`src/rtl/subc_pkg.sv`:
```
package subc_pkg;
   localparam int unsigned INSN_W    = 32;
   localparam int unsigned IDX_W     = 5;
   localparam int unsigned PRIM_HI   = 31;
   localparam int unsigned PRIM_LO   = 26;
   localparam int unsigned PRIM_VAL  = 31;
   localparam int unsigned EXT_HI    = 9;
   localparam int unsigned EXT_LO    = 1;
   localparam int unsigned EXT_VAL   = 8;
   localparam int unsigned DST_LO    = 21;
   localparam int unsigned SRCA_LO   = 16;
   localparam int unsigned SRCB_LO   = 11;
   localparam int unsigned OVEN_BIT  = 10;
   localparam int unsigned REC_BIT   = 0;
   localparam int unsigned PRIM_W    = PRIM_HI - PRIM_LO + 1;
   localparam int unsigned EXT_W     = EXT_HI - EXT_LO + 1;

   typedef struct packed {
      logic             match;
      logic [IDX_W-1:0] dst;
      logic [IDX_W-1:0] sa;
      logic [IDX_W-1:0] sb;
      logic             ovf_en;
      logic             rec;
   } dec_t;

   typedef struct packed {
      logic lt;
      logic gt;
      logic eq;
      logic so;
   } cond_t;
endpackage

```
`src/rtl/subc_decode.sv`:
```
module subc_decode
   import subc_pkg::*;
(
   input  logic [INSN_W-1:0] word,
   output dec_t              dec
);
   logic [PRIM_W-1:0] prim;
   logic [EXT_W-1:0]  ext;

   assign prim = word[PRIM_HI:PRIM_LO];
   assign ext  = word[EXT_HI:EXT_LO];

   always_comb begin
      dec.match  = (prim == PRIM_W'(PRIM_VAL)) && (ext == EXT_W'(EXT_VAL));
      dec.dst    = word[DST_LO  +: IDX_W];
      dec.sa     = word[SRCA_LO +: IDX_W];
      dec.sb     = word[SRCB_LO +: IDX_W];
      dec.ovf_en = word[OVEN_BIT];
      dec.rec    = word[REC_BIT];
   end
endmodule

```
`src/rtl/subc_adder.sv`:
```
module subc_adder #(
   parameter int unsigned W     = 32,
   parameter int unsigned STYLE = 0
) (
   input  logic [W-1:0] a,
   input  logic [W-1:0] b,
   output logic [W-1:0] diff,
   output logic         cout,
   output logic         ovf
);
   localparam int unsigned MSB = W - 1;

   logic [W-1:0] na;
   assign na = ~a;

   generate
      if (STYLE == 0) begin : g_flat
         logic [W:0] wide;
         assign wide = {1'b0, na} + {1'b0, b} + {{W{1'b0}}, 1'b1};
         assign diff = wide[W-1:0];
         assign cout = wide[W];
         assign ovf  = (na[MSB] == b[MSB]) && (wide[MSB] != b[MSB]);
      end else if (STYLE == 1) begin : g_ripple
         logic [W:0] c;
         assign c[0] = 1'b1;
         for (genvar i = 0; i < W; i++) begin : g_bit
            assign diff[i]  = na[i] ^ b[i] ^ c[i];
            assign c[i+1]   = (na[i] & b[i]) | (c[i] & (na[i] ^ b[i]));
         end
         assign cout = c[W];
         assign ovf  = c[W] ^ c[W-1];
      end else begin : g_bad
         $error("subc_adder: STYLE must be 0 or 1");
      end
   endgenerate
endmodule

```
`src/rtl/subc_flags.sv`:
```
module subc_flags
   import subc_pkg::*;
#(
   parameter int unsigned W = 32
) (
   input  logic [W-1:0] diff,
   input  logic         ovf,
   input  logic         ovf_en,
   input  logic         so_in,
   output cond_t        cond,
   output logic         so_new
);
   logic neg, zero;

   assign neg    = diff[W-1];
   assign zero   = (diff == '0);
   assign so_new = so_in | (ovf_en & ovf);

   always_comb begin
      cond.lt = neg;
      cond.eq = zero;
      cond.gt = !neg && !zero;
      cond.so = so_new;
   end
endmodule

```
`src/rtl/subc_exec_unit.sv`:
```
module subc_exec_unit
   import subc_pkg::*;
#(
   parameter int unsigned DATA_W      = 32,
   parameter int unsigned ADDER_STYLE = 0
) (
   input  logic              clk,
   input  logic              rst_n,
   input  logic [31:0]       instr_word,
   input  logic [DATA_W-1:0] opnd_a,
   input  logic [DATA_W-1:0] opnd_b,
   input  logic              sum_ovf_in,
   output logic [4:0]        src_a_idx,
   output logic [4:0]        src_b_idx,
   output logic              dec_ok,
   output logic [4:0]        dst_idx,
   output logic [DATA_W-1:0] dst_data,
   output logic              dst_we,
   output logic              carry_out,
   output logic              carry_we,
   output logic              ovf_bit,
   output logic              sum_ovf_bit,
   output logic              ovf_we,
   output logic [3:0]        cond_field,
   output logic              cond_we
);
   generate
      if (DATA_W < 2) begin : g_chk_w
         $error("subc_exec_unit: DATA_W must be at least 2");
      end
      if (ADDER_STYLE > 1) begin : g_chk_s
         $error("subc_exec_unit: ADDER_STYLE must be 0 or 1");
      end
   endgenerate

   dec_t              dec;
   logic [DATA_W-1:0] diff;
   logic              cy, ov, so_nx;
   cond_t             cnd;

   subc_decode u_dec (
      .word (instr_word),
      .dec  (dec)
   );

   subc_adder #(.W(DATA_W), .STYLE(ADDER_STYLE)) u_add (
      .a    (opnd_a),
      .b    (opnd_b),
      .diff (diff),
      .cout (cy),
      .ovf  (ov)
   );

   subc_flags #(.W(DATA_W)) u_flg (
      .diff   (diff),
      .ovf    (ov),
      .ovf_en (dec.ovf_en),
      .so_in  (sum_ovf_in),
      .cond   (cnd),
      .so_new (so_nx)
   );

   assign src_a_idx = dec.sa;
   assign src_b_idx = dec.sb;

   always_ff @(posedge clk or negedge rst_n) begin
      if (!rst_n) begin
         dec_ok      <= 1'b0;
         dst_idx     <= '0;
         dst_data    <= '0;
         dst_we      <= 1'b0;
         carry_out   <= 1'b0;
         carry_we    <= 1'b0;
         ovf_bit     <= 1'b0;
         sum_ovf_bit <= 1'b0;
         ovf_we      <= 1'b0;
         cond_field  <= '0;
         cond_we     <= 1'b0;
      end else begin
         dec_ok      <= dec.match;
         dst_idx     <= dec.dst;
         dst_data    <= diff;
         dst_we      <= dec.match;
         carry_out   <= cy;
         carry_we    <= dec.match;
         ovf_bit     <= dec.ovf_en & ov;
         sum_ovf_bit <= so_nx;
         ovf_we      <= dec.match & dec.ovf_en;
         cond_field  <= cnd;
         cond_we     <= dec.match & dec.rec;
      end
   end
endmodule

```
`config.mk`:
```
export PLATFORM = sky130hd
export DESIGN_NAME = subc_exec_unit
export DESIGN_NICKNAME = d
export VERILOG_FILES = /design/src/rtl/subc_pkg.sv /design/src/rtl/subc_decode.sv /design/src/rtl/subc_adder.sv /design/src/rtl/subc_flags.sv /design/src/rtl/subc_exec_unit.sv
export SDC_FILE = /design/constraint.sdc
export NUM_CORES = 1
export LEC_CHECK = 0
export BUFFER_PORTS_ARGS = -buffer_cell sky130_fd_sc_hd__clkbuf_2
export CORE_ASPECT_RATIO = 0.5
export CORE_UTILIZATION = 40
export CTS_CLUSTER_SIZE = 16
export DETAILED_ROUTE_END_ITERATION = 6
export PLACE_DENSITY = 0.71
export SYNTH_ARGS = -nofsm -noshare
export SYNTH_HDL_FRONTEND = slang
export SYNTH_SLANG_ARGS = --single-unit
```
`constraint.sdc`:
```
create_clock -name clk -period 1.15 [get_ports clk]
set_input_delay 0.115 -clock clk [delete_from_list [all_inputs] [get_ports clk]]
set_output_delay 0.115 -clock clk [all_outputs]
set_load 0.03 [all_outputs]
```
==> flow_summary.ini <==
[placed_design]
placedInstanceArea_um2 = 4990
post-dp-hpwl_um = 7360
dp.cells = 690
gp_congestion = 0.861
port_buffers = 137

[sta]
max_slew_margin_pct = 68.8
finalHoldViolCount = 0
tightest_slew_ns = 0.466
grt_setup_unrepaired = true
clock.fmax_mhz = 289
report.final.slew_viol_count = 0
timing.final.ws_setup_ns = -2.31
setup_viol = 33
timing.final.crit_share_pct = 301
period_minus_slack_ns = 3.46
fin_tns_setup_ns = -25.85

[cells_and_area]
nets = 740
layout-drive-gt1-share_pct = 60.9
fin_util_pct = 78.3
post-route-cell-area_um2 = 5950
antenna_cells = 0
final_cells = 717
area_growth_pct = 82.7

[power]
p_sw_share_pct = 38.3
p_switching_mw = 2.69
internal_power_mw = 4.34
power_density_nw_per_um2 = 1180
irDropWorstVdd_v = 0.000816
p_seq_share_pct = 27.6
p_clk_share_pct = 20.8
leakagePower_nw = 2.96
comb_power_share_pct = 51.6

[logic_synthesis]
async_reset_ff_share_pct = 100
synth_cells = 359
synth_area_leaders = dfrtp_1 (35%), ha_1 (12%), a21oi_1 (4.6%)
netlist_top_cells_count = dfrtp_1 (45), inv_1 (37), ha_1 (32), a21oi_1 (30), nand2_1 (21)
synth_seq_area_share_pct = 34.6
synth_edf_count = 0
synth_area_per_cell_um2 = 9.07
yosysWarnings = 0
ys_seq_elements = 45
ys.flop_type = dfrtp_1
netlist_area_um2 = 3260
synth_most_common_cell = dfrtp_1
syn_nets = 491
yosys.area.top_type_share_pct = 34.6
ys_types = 60
synth_largest_area_cell = dfrtp_1

[worst_setup_path]
cp_max_fo = 4
cp-start-kind = primary input
criticalPathCategory = primary input to flip-flop
cp.arrival_ns = 3.63
critPathRequiredTime_ns = 1.32
end_kind = flip-flop

[detailed_routing]
drc = 0
wirelength_um = 11800
vias = 3739
drt_pass1_iterations = 4
wl_per_cell_um = 16.5
drtAntennaViolNets = 0
drt_iter0_drc = 202
vias_per_cell = 5.21

[global_route]
gr-total-overflow = 0
grt_pass1_wl_um = 15900
grt_start_max_net_pins = 46
grt_usage_pct = 24.1
antenna_found_initial = 0
grt_pass1_vias = 3373

[hold_path]
hp-class = primary input to flip-flop

[clock_tree]
cts_root_buf = clkbuf_16
cts_tree = yes
htreeDepth = 2
numCtsBuffers = 5
clock_path_buffers = 2
clkTransAtPathRegs_ns = 0.06
numClockSinks = 45

[floorplanning]
die_x_um = 130
core_area_um2 = 7600
fp-row-count = 22
die_h_um = 65.8
dieArea_um2 = 8530
ioPinCount = 158
floorplan.initialDensity_pct = 42.9

[run_status]
violations = setup timing
status = finished, violations left

[job]
maxCapViolCount = 0
==> registers in the layout, indices dropped and copies added (netlist names) <==
signal      cells
carry_out       1
carry_we        1
cond_field      4
cond_we         1
dst_data       31
dst_idx         5
ovf_bit         1
ovf_we          1
==> metrics by stage <==
| stage | setup WS, ns | total power [mW] | hold slack (ns) |
|---|---|---|---|
| after floorplan | -2.29 | 3.68 | -0.181 |
| after global placement | -2.62 | 4.84 | 0.105 |
| after detailed placement | -2.67 | 4.88 | 0.107 |
| after CTS | -2.28 | 6.52 | 0.0311 |
| after global routing | -2.39 | 7.34 | 0.0313 |
| final | -2.31 | 7.02 | 0.0357 |
==> final cells by class <==
type,instances,area (µm²)
Multi-Input combinational cell,259,2630
Sequential cell,45,1130
Inverter,37,159
Tap cell,108,135
Clock inverter,2,13.8
Clock buffer,6,139
Fill cell,466,1650
Timing Repair Buffer,260,1740
==> repair_timing <==
action                                  in CTS  in global routing
pin swaps                                   21                 41
hold buffers                                 6                  0
resized for setup                           45                 78
setup buffers                               11                 16
endpoints found under the setup margin      33                 33
endpoints found under the hold margin       50                  0
==> critical path, cell delays in order <==
cell and delay [ns]:
buf_6 0.09, inv_4 0.04, ha_4 0.18, and2_4 0.17, a221o_1 0.32, or4_4 0.51, a31oi_2 0.19, nand4b_1 0.09
or4_1 0.46, or4_4 0.45, or4_1 0.42, or4_4 0.44, nor2b_4 0.14
==> path summary, 6_finish.rpt <==
check,start,end,slack [ns],cells past startpoint
setup / recovery,opnd_a[3],cond_field[2],-2.31,13
hold / removal,sum_ovf_in,cond_field[0],0.04,2
max in group asynchronous,rst_n,ovf_we,0.59,3
min in group asynchronous,rst_n,dst_data[26],0.35,3
==> per-layer routing <==
metal | track usage, % | up-vias | part of all wire (%)
met1 | 29.6 | 1777 | 40
li1 | - | 1762 | -
met3 | 4.05 | 52 | 4.5
met5 | 0 | - | 0
met2 | 43.4 | 148 | 51
met4 | 7.41 | 0 | 4.0
==> placed cells by master (no fill, tap or decap), drive strengths merged, types with 3 or more instances in the layout <==
master       synthesis  routed
dfrtp               45      45
or4                  7       7
xor2                10      10
o31ai                3       3
or2                  3       3
or3                  7       7
nand2               21      21
nand2b               4       4
ha                  32      32
inv                 37      37
o21ai               22      22
a22oi                3       3
o21bai               3       3
nor3                 8       8
nand3                4       4
buf                 15     122
a21o                 9       9
and2                11      11
o211ai               4       4
xnor2               15      15
nor2b                8       8
clkbuf               3     138
dlygate4sd3          0       6
a221oi               4       4
and3                 3       3
o21a                 3       3
nor2                12      12
a21oi               31      31
nand4                3       3
==> cell families (layout without fill, tap and decap cells) <==
family	Yosys count	in the layout	share of synthesized area (%)
xor gates and xnor gates	25	25	6.73
AOI/OAI and AO/OA	97	97	19.1
DFF	45	45	34.6
muxes	1	1	0.307
buffers and inverters	55	305	7.99
and+or+nand+nor	103	103	18.4
adders and majority gates	33	33	12.9
==> power by group through the flow <==
stage | combinational (mW) | clock [mW] | sequential, mW
after global routing | 3.84 | 1.54 | 1.96
after global placement | 2.89 | 0 | 1.94
after floorplan | 1.18 | 0 | 2.50
after CTS | 3.16 | 1.44 | 1.92
after detailed placement | 2.93 | 0 | 1.95
final | 3.62 | 1.46 | 1.94
(Power assumes the default switching activity.)
